[src/rtl/spi_page_prog.sv]
module spi_page_prog #(
  parameter int     LEN_W    = 24,
  parameter longint DEV_SIZE = 64'd1048576,
  parameter int     POLL_MAX = 100000,
  parameter int     PAGE_W   = 8
)(
  input  logic             clk,
  input  logic             rst_n,
  input  logic             req_valid,
  input  logic [23:0]      req_addr,
  input  logic [LEN_W-1:0] req_len,
  output logic             busy,
  output logic             done,
  output logic             err,
  output logic             err_timeout,
  output logic [LEN_W-1:0] wr_count,
  input  logic             dat_valid,
  input  logic [7:0]       dat_byte,
  output logic             dat_ready,
  output logic             spi_sel,
  output logic             spi_tx_valid,
  output logic [7:0]       spi_tx_byte,
  input  logic             spi_tx_ready,
  input  logic             spi_rx_valid,
  input  logic [7:0]       spi_rx_byte
);
  localparam int PW = (POLL_MAX > 1) ? $clog2(POLL_MAX) : 1;
  localparam int CW = PAGE_W + 1;

  typedef enum logic [3:0] {
    S_IDLE, S_GAP, S_SR_OP, S_SR_RD, S_SR_WAIT, S_WEN,
    S_PP_OP, S_A2, S_A1, S_A0, S_DATA
  } st_t;

  st_t st, gap_to;
  logic [23:0]      cur;
  logic [LEN_W-1:0] rem;
  logic [CW-1:0]    left;
  logic [PW-1:0]    polls;

  wire           tx_go = spi_tx_valid && spi_tx_ready;
  wire [CW-1:0]  room  = CW'(1 << PAGE_W) - {1'b0, cur[PAGE_W-1:0]};
  wire [CW-1:0]  first = (rem < LEN_W'(room)) ? rem[CW-1:0] : room;
  wire [64:0]    span  = 65'(req_addr) + 65'(req_len);

  assign spi_sel   = !(st == S_IDLE || st == S_GAP);
  assign dat_ready = (st == S_DATA) && spi_tx_ready;

  always_comb begin
    spi_tx_valid = 1'b1;
    spi_tx_byte  = 8'h00;
    unique case (st)
      S_SR_OP: spi_tx_byte = 8'h05;
      S_SR_RD: spi_tx_byte = 8'h00;
      S_WEN:   spi_tx_byte = 8'h06;
      S_PP_OP: spi_tx_byte = 8'h02;
      S_A2:    spi_tx_byte = cur[23:16];
      S_A1:    spi_tx_byte = cur[15:8];
      S_A0:    spi_tx_byte = cur[7:0];
      S_DATA: begin
        spi_tx_valid = dat_valid;
        spi_tx_byte  = dat_byte;
      end
      default: spi_tx_valid = 1'b0;
    endcase
  end

  always_ff @(posedge clk or negedge rst_n) begin
    if (!rst_n) begin
      st <= S_IDLE; gap_to <= S_IDLE;
      cur <= '0; rem <= '0; left <= '0; polls <= '0;
      busy <= 1'b0; done <= 1'b0; err <= 1'b0; err_timeout <= 1'b0;
      wr_count <= '0;
    end else begin
      done <= 1'b0;
      err  <= 1'b0;
      unique case (st)
        S_IDLE: if (req_valid) begin
          err_timeout <= 1'b0;
          wr_count    <= '0;
          if (span > 65'(DEV_SIZE)) err <= 1'b1;
          else if (req_len == '0) done <= 1'b1;
          else begin
            busy <= 1'b1; cur <= req_addr; rem <= req_len;
            polls <= '0; st <= S_SR_OP;
          end
        end
        S_GAP:   st <= gap_to;
        S_SR_OP: if (tx_go) st <= S_SR_RD;
        S_SR_RD: if (tx_go) st <= S_SR_WAIT;
        S_SR_WAIT: if (spi_rx_valid) begin
          if (!spi_rx_byte[0]) begin
            polls <= '0; st <= S_GAP; gap_to <= S_WEN;
          end else if (polls == PW'(POLL_MAX - 1)) begin
            st <= S_IDLE; busy <= 1'b0; err <= 1'b1; err_timeout <= 1'b1;
          end else begin
            polls <= polls + 1'b1; st <= S_GAP; gap_to <= S_SR_OP;
          end
        end
        S_WEN: if (tx_go) begin
          left <= first; st <= S_GAP; gap_to <= S_PP_OP;
        end
        S_PP_OP: if (tx_go) st <= S_A2;
        S_A2:    if (tx_go) st <= S_A1;
        S_A1:    if (tx_go) st <= S_A0;
        S_A0:    if (tx_go) st <= S_DATA;
        S_DATA: if (tx_go) begin
          cur      <= cur + 1'b1;
          rem      <= rem - 1'b1;
          left     <= left - 1'b1;
          wr_count <= wr_count + 1'b1;
          if (rem == LEN_W'(1)) begin
            st <= S_IDLE; busy <= 1'b0; done <= 1'b1;
          end else if (left == CW'(1)) begin
            st <= S_GAP; gap_to <= S_SR_OP;
          end
        end
        default: st <= S_IDLE;
      endcase
    end
  end
endmodule

[config.mk]
export PLATFORM = sky130hd
export DESIGN_NAME = spi_page_prog
export DESIGN_NICKNAME = d
export VERILOG_FILES = /design/src/rtl/spi_page_prog.sv
export SDC_FILE = /design/constraint.sdc
export NUM_CORES = 1
export LEC_CHECK = 0
export ABC_CLOCK_PERIOD_IN_PS = 3700
export CAP_MARGIN = 0
export CORE_MARGIN = 5
export CORE_UTILIZATION = 57
export CTS_CLUSTER_SIZE = 30
export DETAILED_ROUTE_END_ITERATION = 8
export GPL_TIMING_DRIVEN = 0
export PLACE_DENSITY_LB_ADDON = 0.15
export SKIP_LAST_GASP = 1
export SLEW_MARGIN = 30
export SYNTH_ARGS = -nofsm -noshare
export SYNTH_HDL_FRONTEND = slang
export SYNTH_SLANG_ARGS = --single-unit
[constraint.sdc]
create_clock -name clk -period 3.7 [get_ports clk]
set_input_delay 0.74 -clock clk [delete_from_list [all_inputs] [get_ports clk]]
set_output_delay 0.74 -clock clk [all_outputs]
set_load 0.005 [all_outputs]
==> run metrics <==
area of all sequential standard cells 2730 sq um; count of inserted antenna diode cells 0; total overflow reported by the global router 0; post-synthesis cell count 1068; most common library cell in the layout ignoring fill and taps sky130_fd_sc_hd__nor2_1; highest achievable clock rate 0.244 GHz; via count 9654; Layout Skew 8.25 ps; length of the first detailed-routing pass in iterations 6; drt drc 0; # rows 44; worst ir drop on vdd 350 uV; RSZ-0062 raised after global routing true; weighted congestion at the end of routability-driven global placement 0.962; Max Cap Viol 0; Routed Wire Length 31100 um; Chip Height 132 um; total cell area at the placement stage 9710 sq um; number of nets in the layout 1308; Layout Cell Area excl Fill 11100 sq um; Placeable Area 14500 sq um; largest cells by area after synthesis sky130_fd_sc_hd__dfrtp_1 32%, sky130_fd_sc_hd__ha_1 5.9%, sky130_fd_sc_hd__o21ai_0 5.8%; critical-path cell with the highest stage delay sky130_fd_sc_hd__o31a_1; total number of H-tree levels 3; total area of multi-input combinational cells 6080 sq um; CP endpoint kind register; class of the worst hold path primary input to asynchronous set/reset pin; Syn Area/Cell 7.89 sq um; placed wire-length estimate 21700 um; register area share after synthesis 0.324; Synth Warn # 0; count of pins on the block boundary 109; Clk pin slew, worst setup/hold paths 70 ps; sinks on the clock net 109; highest-count cells in the layout ignoring fill and taps 112 x sky130_fd_sc_hd__nor2_1, 109 x sky130_fd_sc_hd__dfrtp_1, 102 x sky130_fd_sc_hd__nand2_1, 74 x sky130_fd_sc_hd__o21ai_0, 73 x sky130_fd_sc_hd__clkdlybuf4s50_1; Tmin final 4100 ps; Total Negative Setup Slacks -19910 ps; post-synthesis async set-or-reset flop share 1.00; CP bufs+invs 3; top cell type by total area after synthesis sky130_fd_sc_hd__dfrtp_1; antenna violations before repair 0; hold_ws 295 ps; CTS root buffer sky130_fd_sc_hd__clkbuf_16; slowest cell delay on critical path 450 ps; total count of max-transition violations in the final report 0; worst-margin pin slew 922 ps; Setup violations, final 67; pin count of the biggest net entering global routing 58; critical path peak fanout 10; TritonCTS clock tree yes; post-synth cell types 71; Synth Register Bits 109; worst path required time 3940 ps; number of global-route vias before repair 8885; global-route usage over all layers 0.332; leakage power total 4.43 nW; effective utilization at floorplan 0.580; combined area of all synthesized cells 8420 sq um; fraction of post-synthesis cell area in the top cell type by area 0.324; Setup crit start kind primary input; cell area power density 639 nW/um^2; net count after synthesis 1179; status finished with violations; relative area change from synthesis to final layout 31.3%; clock buffers created by TritonCTS 9; top_reg_cell synth sky130_fd_sc_hd__dfrtp_1; EDFF count, synth 0; final setup margin -403 ps; violations in the final reports setup timing; worst-case headroom to the max-slew limit 0.386; number of buffers on the longest clock path 2; PortBufs 100; critical path arrival 4340 ps; die boundary width 132 um; routed length per instance 22.4 um; wire length of the first global-routing pass 47000 um; ANT nets after route 0; overall power consumption 7.07 mW; fillers 1103; clock latency at the later pin of the worst-skew pair 360 ps; share of cells above drive strength 1 0.148; cell family contributing the most delay on the critical path compound AO/OA/AOI/OAI gates; final hold violations 0; Vias/cell 6.97; category of the most critical setup path primary input to register; CP cell instances buf_8 > ha_4 > fa_2 > xor2_1 > nor3_2 > o211ai_1 > a2111oi_4 > nand4_1 > nor4_4 > a41oi_4 > o31a_1 > buf_6 > buf_12 > o31ai_4 > o21ai_1; full die area 17300 sq um; portion of the clock cycle consumed by the worst path in the final layout 1.11; number of DRC markers after the initial detailed-route iteration 1458
flip-flops by register name, indices dropped and copies added, names as in the netlist:
register	count
busy	1
cur	24
done	1
err	1
err_timeout	1
gap_to	3
left	9
polls	17
rem	24
st	4
wr_count	24
cell families (layout without fill, tap and decap cells):
kind of cell	count (synthesis)	after routing	share of synthesized area
mux	17	17	0.0215
fa+ha+maj	41	41	0.0618
flops	109	109	0.324
buf+inv	86	220	0.0428
xor+xnor	38	38	0.0395
compound gates	372	372	0.281
simple gates	405	405	0.229
path summary, 6_finish.rpt:
check                                      startpoint                     to  slack [ps]  depth (start not counted)
worst max register to register      st[3]$_DFFE_PN0P_     rem[8]$_DFFE_PN0P_         -40                         10
min in group clk                gap_to[1]$_DFFE_PN0P_  gap_to[1]$_DFFE_PN0P_         510                          2
worst min-delay path                            rst_n  polls[11]$_DFFE_PN0P_         290                          1
max in group asynchronous                       rst_n     cur[1]$_DFFE_PN0P_        2770                          2
worst max-delay path                      req_addr[0]     rem[4]$_DFFE_PN0P_        -400                         15
worst min register to register  gap_to[1]$_DFFE_PN0P_  gap_to[1]$_DFFE_PN0P_         510                          2
routing by layer:
layer	routed length, um	GRT usage	up-vias	share of wire
met4	1420	0.167	2	0.046
met2	14200	0.522	693	0.46
met1	11900	0.431	4568	0.38
li1	-	-	4250	-
met3	3540	0.0761	141	0.11
met5	29	0	-	0.00093
cell type report:
class,count,share of cell area
plain buffers,60,0.0336
flip-flops and latches,109,0.247
clock inverters,5,0.00961
clock buffers,11,0.0219
inverters,23,0.00780
well taps,184,0.0208
repair buffers,121,0.110
multi-input cells,873,0.550
through the flow:
step,instances,utilization,setup WS (ps)
2_1_floorplan,1068,-,5.76
3_3_place_gp,1352,0.666,-2430
3_5_place_dp,1353,0.668,-1710
4_1_cts,1379,0.727,-279
5_1_grt,1386,0.761,-454
6_report,1386,0.761,-403
Yosys cell counts, types with 22 or more instances:
cell type and instances:
sky130_fd_sc_hd__inv_1 23, sky130_fd_sc_hd__xor2_1 23, sky130_fd_sc_hd__o21ai_1 24, sky130_fd_sc_hd__o31ai_1 28
sky130_fd_sc_hd__ha_1 40, sky130_fd_sc_hd__nand3_1 43, sky130_fd_sc_hd__nand2_1 102, sky130_fd_sc_hd__o22ai_1 22
sky130_fd_sc_hd__dfrtp_1 109, sky130_fd_sc_hd__clkbuf_1 47, sky130_fd_sc_hd__o21ai_0 98, sky130_fd_sc_hd__nor2_1 116
sky130_fd_sc_hd__nor3_1 35, sky130_fd_sc_hd__a21oi_1 70, sky130_fd_sc_hd__and3_1 26
where the power goes:
group          leakage (nW)  switching, mW  internal [mW]
registers              1.39          0.444           1.54
logic                  2.87           2.31           1.62
clock network         0.166          0.468          0.684
what timing repair did:
action,in CTS,in global routing
gates resized for setup,144,97
endpoints found under the setup margin,71,73
gates cloned,1,1
pin swaps,28,21
hold buffers,0,0
setup buffers,11,8
(Power assumes the default switching activity.)
